`src/rtl/sdq_pkg.sv`:
```
package sdq_pkg;

    localparam int TAG_W  = 4;
    localparam int DATA_W = 64;

    typedef struct packed {
        logic [TAG_W-1:0]  tag;
        logic [DATA_W-1:0] data;
    } beat_t;

    typedef enum logic [1:0] {
        OCC_HOLD  = 2'b00,
        OCC_INC   = 2'b01,
        OCC_DEC   = 2'b10,
        OCC_CLEAR = 2'b11
    } occ_op_e;

    function automatic int ptr_bits(input int depth);
        return (depth > 1) ? $clog2(depth) : 1;
    endfunction

    function automatic occ_op_e occ_op(input logic clear, input logic push,
                                       input logic pop);
        if (clear)
            return OCC_CLEAR;
        if (push && !pop)
            return OCC_INC;
        if (pop && !push)
            return OCC_DEC;
        return OCC_HOLD;
    endfunction

endpackage

```
`src/rtl/sdq_flush_pipe.sv`:
```
module sdq_flush_pipe #(
    parameter int DELAY = 2
) (
    input  logic clk,
    input  logic rst,
    input  logic flush_req,
    output logic flush_apply
);
    generate
        if (DELAY == 0) begin : g_direct
            assign flush_apply = flush_req;
        end else begin : g_line
            logic [DELAY-1:0] line_q;
            always_ff @(posedge clk) begin
                if (rst)
                    line_q <= '0;
                else if (DELAY == 1)
                    line_q <= flush_req;
                else
                    line_q <= {line_q[DELAY-2:0], flush_req};
            end
            assign flush_apply = line_q[DELAY-1];
        end
    endgenerate
endmodule

```
`src/rtl/sdq_ring.sv`:
```
module sdq_ring
    import sdq_pkg::*;
#(
    parameter int DEPTH = 3,
    parameter int CNT_W = $clog2(DEPTH + 1)
) (
    input  logic             clk,
    input  logic             rst,
    input  logic             clear,
    input  logic             push,
    input  logic             pop,
    input  beat_t            beat_in,
    output beat_t            head,
    output logic [CNT_W-1:0] occupancy
);
    localparam int PTR_W = ptr_bits(DEPTH);
    localparam logic [PTR_W-1:0] LAST = PTR_W'(DEPTH - 1);

    beat_t            slots [DEPTH];
    logic [PTR_W-1:0] wr_ptr, rd_ptr;
    occ_op_e          op;

    assign op = occ_op(clear, push, pop);

    generate
        for (genvar s = 0; s < DEPTH; s++) begin : g_slot
            always_ff @(posedge clk) begin
                if (push && !clear && wr_ptr == PTR_W'(s))
                    slots[s] <= beat_in;
            end
        end
    endgenerate

    always_ff @(posedge clk) begin
        if (rst || clear) begin
            wr_ptr <= '0;
            rd_ptr <= '0;
        end else begin
            if (push)
                wr_ptr <= (wr_ptr == LAST) ? '0 : wr_ptr + PTR_W'(1);
            if (pop)
                rd_ptr <= (rd_ptr == LAST) ? '0 : rd_ptr + PTR_W'(1);
        end
    end

    always_ff @(posedge clk) begin
        if (rst) begin
            occupancy <= '0;
        end else begin
            unique case (op)
                OCC_CLEAR: occupancy <= '0;
                OCC_INC:   occupancy <= occupancy + CNT_W'(1);
                OCC_DEC:   occupancy <= occupancy - CNT_W'(1);
                default:   occupancy <= occupancy;
            endcase
        end
    end

    assign head = slots[rd_ptr];
endmodule

```
`src/rtl/sdq_flow.sv`:
```
module sdq_flow #(
    parameter int DEPTH      = 3,
    parameter int STOP_LEVEL = 2,
    parameter int CNT_W      = $clog2(DEPTH + 1)
) (
    input  logic             clk,
    input  logic             rst,
    input  logic             in_valid,
    input  logic             clear,
    input  logic [CNT_W-1:0] occupancy,
    output logic             accept,
    output logic             stop,
    output logic             overflow
);
    logic full;
    logic refused;

    assign full    = (occupancy >= CNT_W'(DEPTH));
    assign accept  = in_valid && !full;
    assign refused = in_valid && full && !clear;
    assign stop    = (occupancy >= CNT_W'(STOP_LEVEL));

    always_ff @(posedge clk) begin
        if (rst)
            overflow <= 1'b0;
        else if (refused)
            overflow <= 1'b1;
    end
endmodule

```
`src/rtl/sdq_store_queue.sv`:
```
module sdq_store_queue
    import sdq_pkg::*;
#(
    parameter int DEPTH       = 3,
    parameter int STOP_LEVEL  = 2,
    parameter int FLUSH_DELAY = 2
) (
    input  logic              clk,
    input  logic              rst,
    input  logic              in_valid,
    input  logic [TAG_W-1:0]  in_tag,
    input  logic [DATA_W-1:0] in_data,
    output logic              stop,
    input  logic              flush_req,
    output logic              pop_valid,
    input  logic              pop_ready,
    output logic [TAG_W-1:0]  pop_tag,
    output logic [DATA_W-1:0] pop_data,
    output logic              overflow
);
    localparam int CNT_W = $clog2(DEPTH + 1);

    logic             flush_apply;
    logic             accept;
    logic             do_push, do_pop;
    logic [CNT_W-1:0] occupancy;
    beat_t            beat_in, head;

    assign beat_in = '{tag: in_tag, data: in_data};

    sdq_flush_pipe #(.DELAY(FLUSH_DELAY)) flush_i (
        .clk         (clk),
        .rst         (rst),
        .flush_req   (flush_req),
        .flush_apply (flush_apply)
    );

    sdq_flow #(.DEPTH(DEPTH), .STOP_LEVEL(STOP_LEVEL), .CNT_W(CNT_W)) flow_i (
        .clk       (clk),
        .rst       (rst),
        .in_valid  (in_valid),
        .clear     (flush_apply),
        .occupancy (occupancy),
        .accept    (accept),
        .stop      (stop),
        .overflow  (overflow)
    );

    assign pop_valid = (occupancy != '0);
    assign do_push   = accept && !flush_apply;
    assign do_pop    = pop_valid && pop_ready && !flush_apply;

    sdq_ring #(.DEPTH(DEPTH), .CNT_W(CNT_W)) ring_i (
        .clk       (clk),
        .rst       (rst),
        .clear     (flush_apply),
        .push      (do_push),
        .pop       (do_pop),
        .beat_in   (beat_in),
        .head      (head),
        .occupancy (occupancy)
    );

    assign pop_tag  = head.tag;
    assign pop_data = head.data;
endmodule

```
`config.mk`:
```
export PLATFORM = sky130hd
export DESIGN_NAME = sdq_store_queue
export DESIGN_NICKNAME = d
export VERILOG_FILES = /design/src/rtl/sdq_pkg.sv /design/src/rtl/sdq_flush_pipe.sv /design/src/rtl/sdq_ring.sv /design/src/rtl/sdq_flow.sv /design/src/rtl/sdq_store_queue.sv
export SDC_FILE = /design/constraint.sdc
export NUM_CORES = 1
export LEC_CHECK = 0
export BUFFER_PORTS_ARGS = -buffer_cell sky130_fd_sc_hd__buf_4
export CORE_ASPECT_RATIO = 0.7
export CORE_MARGIN = 1.5
export CORE_UTILIZATION = 50
export CTS_CLUSTER_DIAMETER = 100
export DETAILED_ROUTE_END_ITERATION = 7
export GPL_TIMING_DRIVEN = 0
export PLACE_DENSITY_LB_ADDON = 0.2
export SYNTH_ARGS = -nofsm -noshare
export SYNTH_HDL_FRONTEND = slang
export SYNTH_HIERARCHICAL = 1
export SYNTH_SLANG_ARGS = --single-unit
```
`constraint.sdc`:
```
create_clock -name clk -period 6.76 [get_ports clk]
set_input_delay 1.014 -clock clk [delete_from_list [all_inputs] [get_ports clk]]
set_output_delay 1.014 -clock clk [all_outputs]
set_load 0.02 [all_outputs]
```
# Word level (Yosys, flattened, before mapping)
# Memory sizes are Yosys's and may differ from the RTL's. A register that Yosys moved wholly into a read port is not among the register bits.
# Index checks and enable logic that the tools add are counted.
# op_classes
mux	29
n_reduce_logical	22
n_eq_ne	6
addsub	4
magnitude_cmp	2
# op_table
cell	count
68-bit 2-to-1 mux	2
68-bit OR reduction	2
2-bit 2-to-1 mux	12
1-bit 2-to-1 mux	14
1-bit logical AND	12
2-bit == test (second input constant)	4
2-bit by 1-bit adder with 2-bit output (second input constant)	3
2-bit case mux with 3 select lines	1
2-bit by 1-bit == test with 1-bit output (second input constant)	2
2-bit >= comparator (second input constant)	2
1-bit zero test	4
3-bit nonzero test	1
2-bit zero test	1
2-bit nonzero test	1
2-bit by 1-bit subtractor with 2-bit output (second input constant)	1
1-bit logical OR	1
# word_totals
mem_count	1
ff_bits	9
mem_bits_rw	204
in_bits	73
out_inout_bits	71
# mem_list
memory	words	width	read_ports	rd_ports_with_merged_regs	wr	line_no	text
ring_i.slots	3	68	1	1	1	sdq_ring.sv:19	beat_t slots [DEPTH];

# Depth between registers and ports, before layout
# depth
ltp_word	14
ltp_mapped	9

# By module
# The synthesis kept the hierarchy.
# by_module_without_submodules
module	instances	cells_each	area_per_inst_um2
sdq_ring	1	470	7893.8
sdq_flush_pipe	1	4	52.6
sdq_flow	1	6	48.8
sdq_store_queue	1	3	21.3

# Least setup slack after synthesis
# OpenSTA, ideal clock, no wires.
# synth_path
path_type	in2reg
startpoint	input port in_valid
endpoint	memory ring_i/slots[1][0] (netlist name), enable pin
setup_time_ns	0.592
required_time_ns	6.168
arrival_ns	6.501
path_stages	4
path_slack_ns	-0.333
path_cell_list	a21boi_0 nor2b_1 nand2b_1 nor3b_1
# synth_between
elab_chain_len	9
# synth_lines
element	line_no	text
start, declared	sdq_store_queue.sv:10	input logic in_valid,
1-bit logical AND *	sdq_flow.sv:19	assign accept = in_valid && !full;
1-bit logical AND *	sdq_store_queue.sv:50	assign do_push = accept && !flush_apply;
named net do_push	sdq_store_queue.sv:25	logic do_push, do_pop;
1-bit logical AND *	sdq_ring.sv:28	if (push && !clear && wr_ptr == PTR_W'(s))
1-bit logical AND	sdq_ring.sv:28	
1-bit 2-to-1 mux	sdq_ring.sv:28	
1-bit 2-to-1 mux (implied by the code)	sdq_ring.sv:29	slots[s] <= beat_in;
68-bit OR reduction (no line)	n/a	
2-bit 2-to-1 mux (no line) / 1-bit 2-to-1 mux (equally long branches) (2 in a row)	n/a	
end, declared	sdq_ring.sv:19	
# The timed path passes the listed nets; every way through them passes the cells marked *.

# Worst setup path after layout
# layout_path
startpoint	input port in_valid
endpoint	memory ring_i/slots[1][34] (netlist name), enable pin
# layout_between
elab_chain_len	9
# layout_lines
element	line_no	text
1-bit logical AND *	sdq_flow.sv:19	
named net accept	sdq_store_queue.sv:24	logic accept;
1-bit logical AND *	sdq_store_queue.sv:50	
named net do_push	sdq_store_queue.sv:25	
1-bit logical AND *	sdq_ring.sv:28	
1-bit logical AND	sdq_ring.sv:28	
1-bit 2-to-1 mux	sdq_ring.sv:28	
1-bit 2-to-1 mux (implied by the code)	sdq_ring.sv:29	
68-bit OR reduction (no line)	n/a	
2-bit 2-to-1 mux (no line) / 1-bit 2-to-1 mux (equally long branches) (2 in a row)	n/a	
# Marks and branches as above.

==> results.sh <==
export IMPL_slew_headroom_pct=32.1
export IMPL_arrival_ns=3.32
export IMPL_clk_pin_slew_ns=0.06
export IMPL_seq_power_share_pct=51.8
export IMPL_dr_first_iter_drc_count=277
export IMPL_crit_slowest_cell="nor3b_2"
export IMPL_p_sw_share_pct=22.0
export IMPL_startpoint_type="primary input"
export IMPL_grt_pass1_wl_um=23800
export IMPL_num_antenna_cells=0
export IMPL_layout_min_cycle_time_ns=3.11
export IMPL_power_share_clock_pct=36.8
export IMPL_slew_violations=0
export IMPL_vias=4601
export IMPL_r2r_end="ring_i/slots[1][34]"
export IMPL_die_h_um=109
export IMPL_ff2ff_path_depth=9
export IMPL_io_pins=144
export IMPL_cts_buffers_inserted=21
export IMPL_crit_start="in_valid"
export IMPL_power_leakage_nw=3.55
export IMPL_die_area_um2=16800
export IMPL_power_internal_mw=2.31
export IMPL_endpoint="ring_i/slots[1][34]"
export IMPL_total_power_mw=2.96
export IMPL_synth_seq_cells=215
export IMPL_final_antenna_net_count=0
export IMPL_drt_pass1_iter_count=4
export IMPL_synthCells=483
export IMPL_start_util_pct=51.4
export IMPL_clk_latency_ns=0.49
export IMPL_wl_per_cell_um=17.5
export IMPL_htree_num_levels=1
export IMPL_drc_errors=0
export IMPL_grt_antenna_before_repair=0
export IMPL_nFillCells=1130
export IMPL_hold_viol=0
export IMPL_cellPowerDensity_nw_per_um2=289
export IMPL_critPathMaxStageDelay_ns=0.69
export IMPL_rows=38
export IMPL_port_buffers=143
export IMPL_seq_area_um2=6350
export IMPL_yosysUniqueCellTypes=26
export IMPL_ys_seq_area_share_pct=79.2
export IMPL_critPathCaptureType="register"
export IMPL_gp_routability_congestion=0.705
export IMPL_grt_pass1_vias=4649
export IMPL_rsz0062_at_grt="false"
export IMPL_dp_final_hpwl_um=10800
export IMPL_drt_total_wl_um=15500
export IMPL_critPathKind="in -> reg"
export IMPL_syn_area_um2=8020
export IMPL_crit_top_cell="buf_6"
export IMPL_holdWs_ns=0.436
export IMPL_final_setup_tns_ns=0
export IMPL_hold_buffers=0
export IMPL_ir_worst_vdd_mv=0.183
export IMPL_power_frac_comb_pct=11.4
export IMPL_cts_resized_gates=0
export IMPL_hold_path_class="reg -> reg"
export IMPL_fmax_mhz=321
export IMPL_switching_power_mw=0.653
export IMPL_dp_cells=847
export IMPL_final_cells=884
export IMPL_multiInputGateArea_um2=1530
export IMPL_viasPerCell=5.20
export IMPL_fp_coreArea_um2=15600
export IMPL_cts_max_path_buffers=3
export IMPL_cts_sinks=215
export IMPL_grt_total_usage_pct=18.6
export IMPL_clock_skew_ns=0.0120
export IMPL_nets=745
export IMPL_area_growth_pct=27.8
export IMPL_fin_area_um2=10200
export IMPL_outcome="complete, no violations"
export IMPL_die_width_um=154
export IMPL_r2r_start="ring_i/occupancy[1]"
export IMPL_dpl_cell_area_um2=9600
export IMPL_grt_max_degree=15
export IMPL_reg2reg_slack_ns=3.88
export IMPL_tightest_slew_ns=1.01
export IMPL_crit_chain="buf_4 > a21boi_0 > nor2b_1 > nand2b_1 > nor3b_2 > buf_6 > buf_6 > buf_6 > buf_6 > buf_6"
export IMPL_cp_max_fo=10
export IMPL_clock_tree_root_cell="clkbuf_16"
export IMPL_cts_tree="yes"
export IMPL_syn_nets=558
export IMPL_drive_gt1_share_pct=30.4
export IMPL_yosysWarnings=6
export IMPL_post_cts_setup_buffer_count=0
export IMPL_min_period_over_period_pct=46.0
export IMPL_max_cap_violations=0
export IMPL_cp_data_required_time_ns=6.96
export IMPL_setup_viol_count_final=0
export IMPL_overflow=0
export IMPL_syn_avg_cell_area_um2=16.6
layout by cell type, fill, tap and decap left out:
master and n:
a21boi_0 1, a21o_1 1, a21oi_1 7, a31oi_1 1
and3b_1 3, buf_2 4, buf_4 151, buf_6 19
buf_8 3, bufinv_16 2, clkbuf_1 12, clkbuf_16 21
clkinv_1 8, clkinv_2 4, dfxtp_1 11, edfxtp_1 204
ha_1 2, inv_1 4, inv_6 1, mux2i_1 68
nand2_1 69, nand2b_1 1, nand3b_1 1, nand4b_1 1
nor2_1 1, nor2b_1 3, nor3_1 5, nor3_2 1
nor3b_1 2, nor3b_2 2, o21ai_0 68, or2_1 1
or4_1 1, xnor2_1 1
cells in the mapped netlist:
master | instances | area share, %
dfxtp_1 | 11 | 2.7
buf_6 | 3 | 0.42
nand2b_1 | 1 | 0.078
nand3b_1 | 1 | 0.094
xnor2_1 | 1 | 0.11
nor2b_1 | 3 | 0.23
edfxtp_1 | 204 | 76
and3b_1 | 3 | 0.33
nand4b_1 | 1 | 0.11
mux2i_1 | 68 | 8.5
nor3b_1 | 4 | 0.37
or4_1 | 1 | 0.094
clkbuf_1 | 11 | 0.52
inv_1 | 4 | 0.19
a21boi_0 | 1 | 0.094
a21oi_1 | 7 | 0.44
a31oi_1 | 1 | 0.078
nor3_1 | 6 | 0.37
nor2_1 | 1 | 0.047
nand2_1 | 69 | 3.2
o21ai_0 | 68 | 4.2
buf_2 | 4 | 0.25
buf_4 | 6 | 0.56
a21o_1 | 1 | 0.094
or2_1 | 1 | 0.078
ha_1 | 2 | 0.31
state kept, by name (all words and copies together), names as in the netlist, named ones only:
| name | flops |
|---|---|
| ring_i/wr_ptr | 2 |
| ring_i/slots | 204 |
| flush_i/g_line.line_q | 2 |
| flow_i/overflow | 1 |
| ring_i/occupancy | 2 |
| ring_i/rd_ptr | 2 |
cell type report:
cell class	count	area share, %
flip-flops and latches	215	62.0
multi-input cells	240	14.9
repair buffers	164	12.8
clock buffers	22	5.17
well taps	200	2.44
plain buffers	24	1.37
clock inverters	15	1.16
inverters	4	0.147
power by group through the flow:
stage	Combinational [mW]	Clock, mW	Sequential, mW
2_1_floorplan	0.172	0	1.57
6_report	0.337	1.09	1.53
5_1_grt	0.364	1.17	1.54
4_1_cts	0.341	1.12	1.53
3_3_place_gp	0.316	0	1.58
3_5_place_dp	0.340	0	1.56
kinds of logic (layout without fill, tap and decap cells):
| logic type | after synthesis | count (layout) | synth area share, % |
|---|---|---|---|
| buf+inv | 28 | 229 | 1.94 |
| flops | 215 | 215 | 79.2 |
| xor+xnor | 1 | 1 | 0.109 |
| mux | 68 | 68 | 8.49 |
| compound gates | 78 | 78 | 4.95 |
| fa+ha+maj | 2 | 2 | 0.312 |
| simple gates | 91 | 91 | 5.04 |
through the flow:
step	util, %	worst slack [ns]
2_1_floorplan	-	-0.333
3_3_place_gp	59.9	-3.98
3_5_place_dp	61.5	3.16
4_1_cts	65.7	3.63
5_1_grt	65.7	3.45
6_report	65.7	3.65
layer usage:
| layer | share of wire (%) | vias to the layer above | track usage (%) | wire, um |
|---|---|---|---|---|
| met5 | 0 | - | 0 | 0 |
| met1 | 42 | 2213 | 25.1 | 6570 |
| li1 | - | 2193 | - | - |
| met4 | 1.6 | 0 | 4.19 | 244 |
| met3 | 7.9 | 27 | 4.93 | 1220 |
| met2 | 48 | 168 | 30.9 | 7470 |
worst max-delay path, delay by kind of cell:
kind / cells / cell delay (ns)
AO/OA/AOI/OAI: 1 / 0.15
buffers and inverters: 6 / 0.94
AND/OR/NAND/NOR: 3 / 1.21
how the worst min path moves through the flow:
stage | from | end | slack, ns | depth (start not counted)
global placement | flush_i/g_line.line_q[0] | flush_i/g_line.line_q[1] | 0.42 | 1
floorplan | flush_i/g_line.line_q[0] | flush_i/g_line.line_q[1] | 0.41 | 1
detailed placement | flush_i/g_line.line_q[0] | flush_i/g_line.line_q[1] | 0.42 | 1
finish | flush_i/g_line.line_q[0] | flush_i/g_line.line_q[1] | 0.44 | 1
CTS | flush_i/g_line.line_q[0] | flush_i/g_line.line_q[1] | 0.44 | 1
global route | flush_i/g_line.line_q[0] | flush_i/g_line.line_q[1] | 0.46 | 1
(Power assumes the default switching activity.)
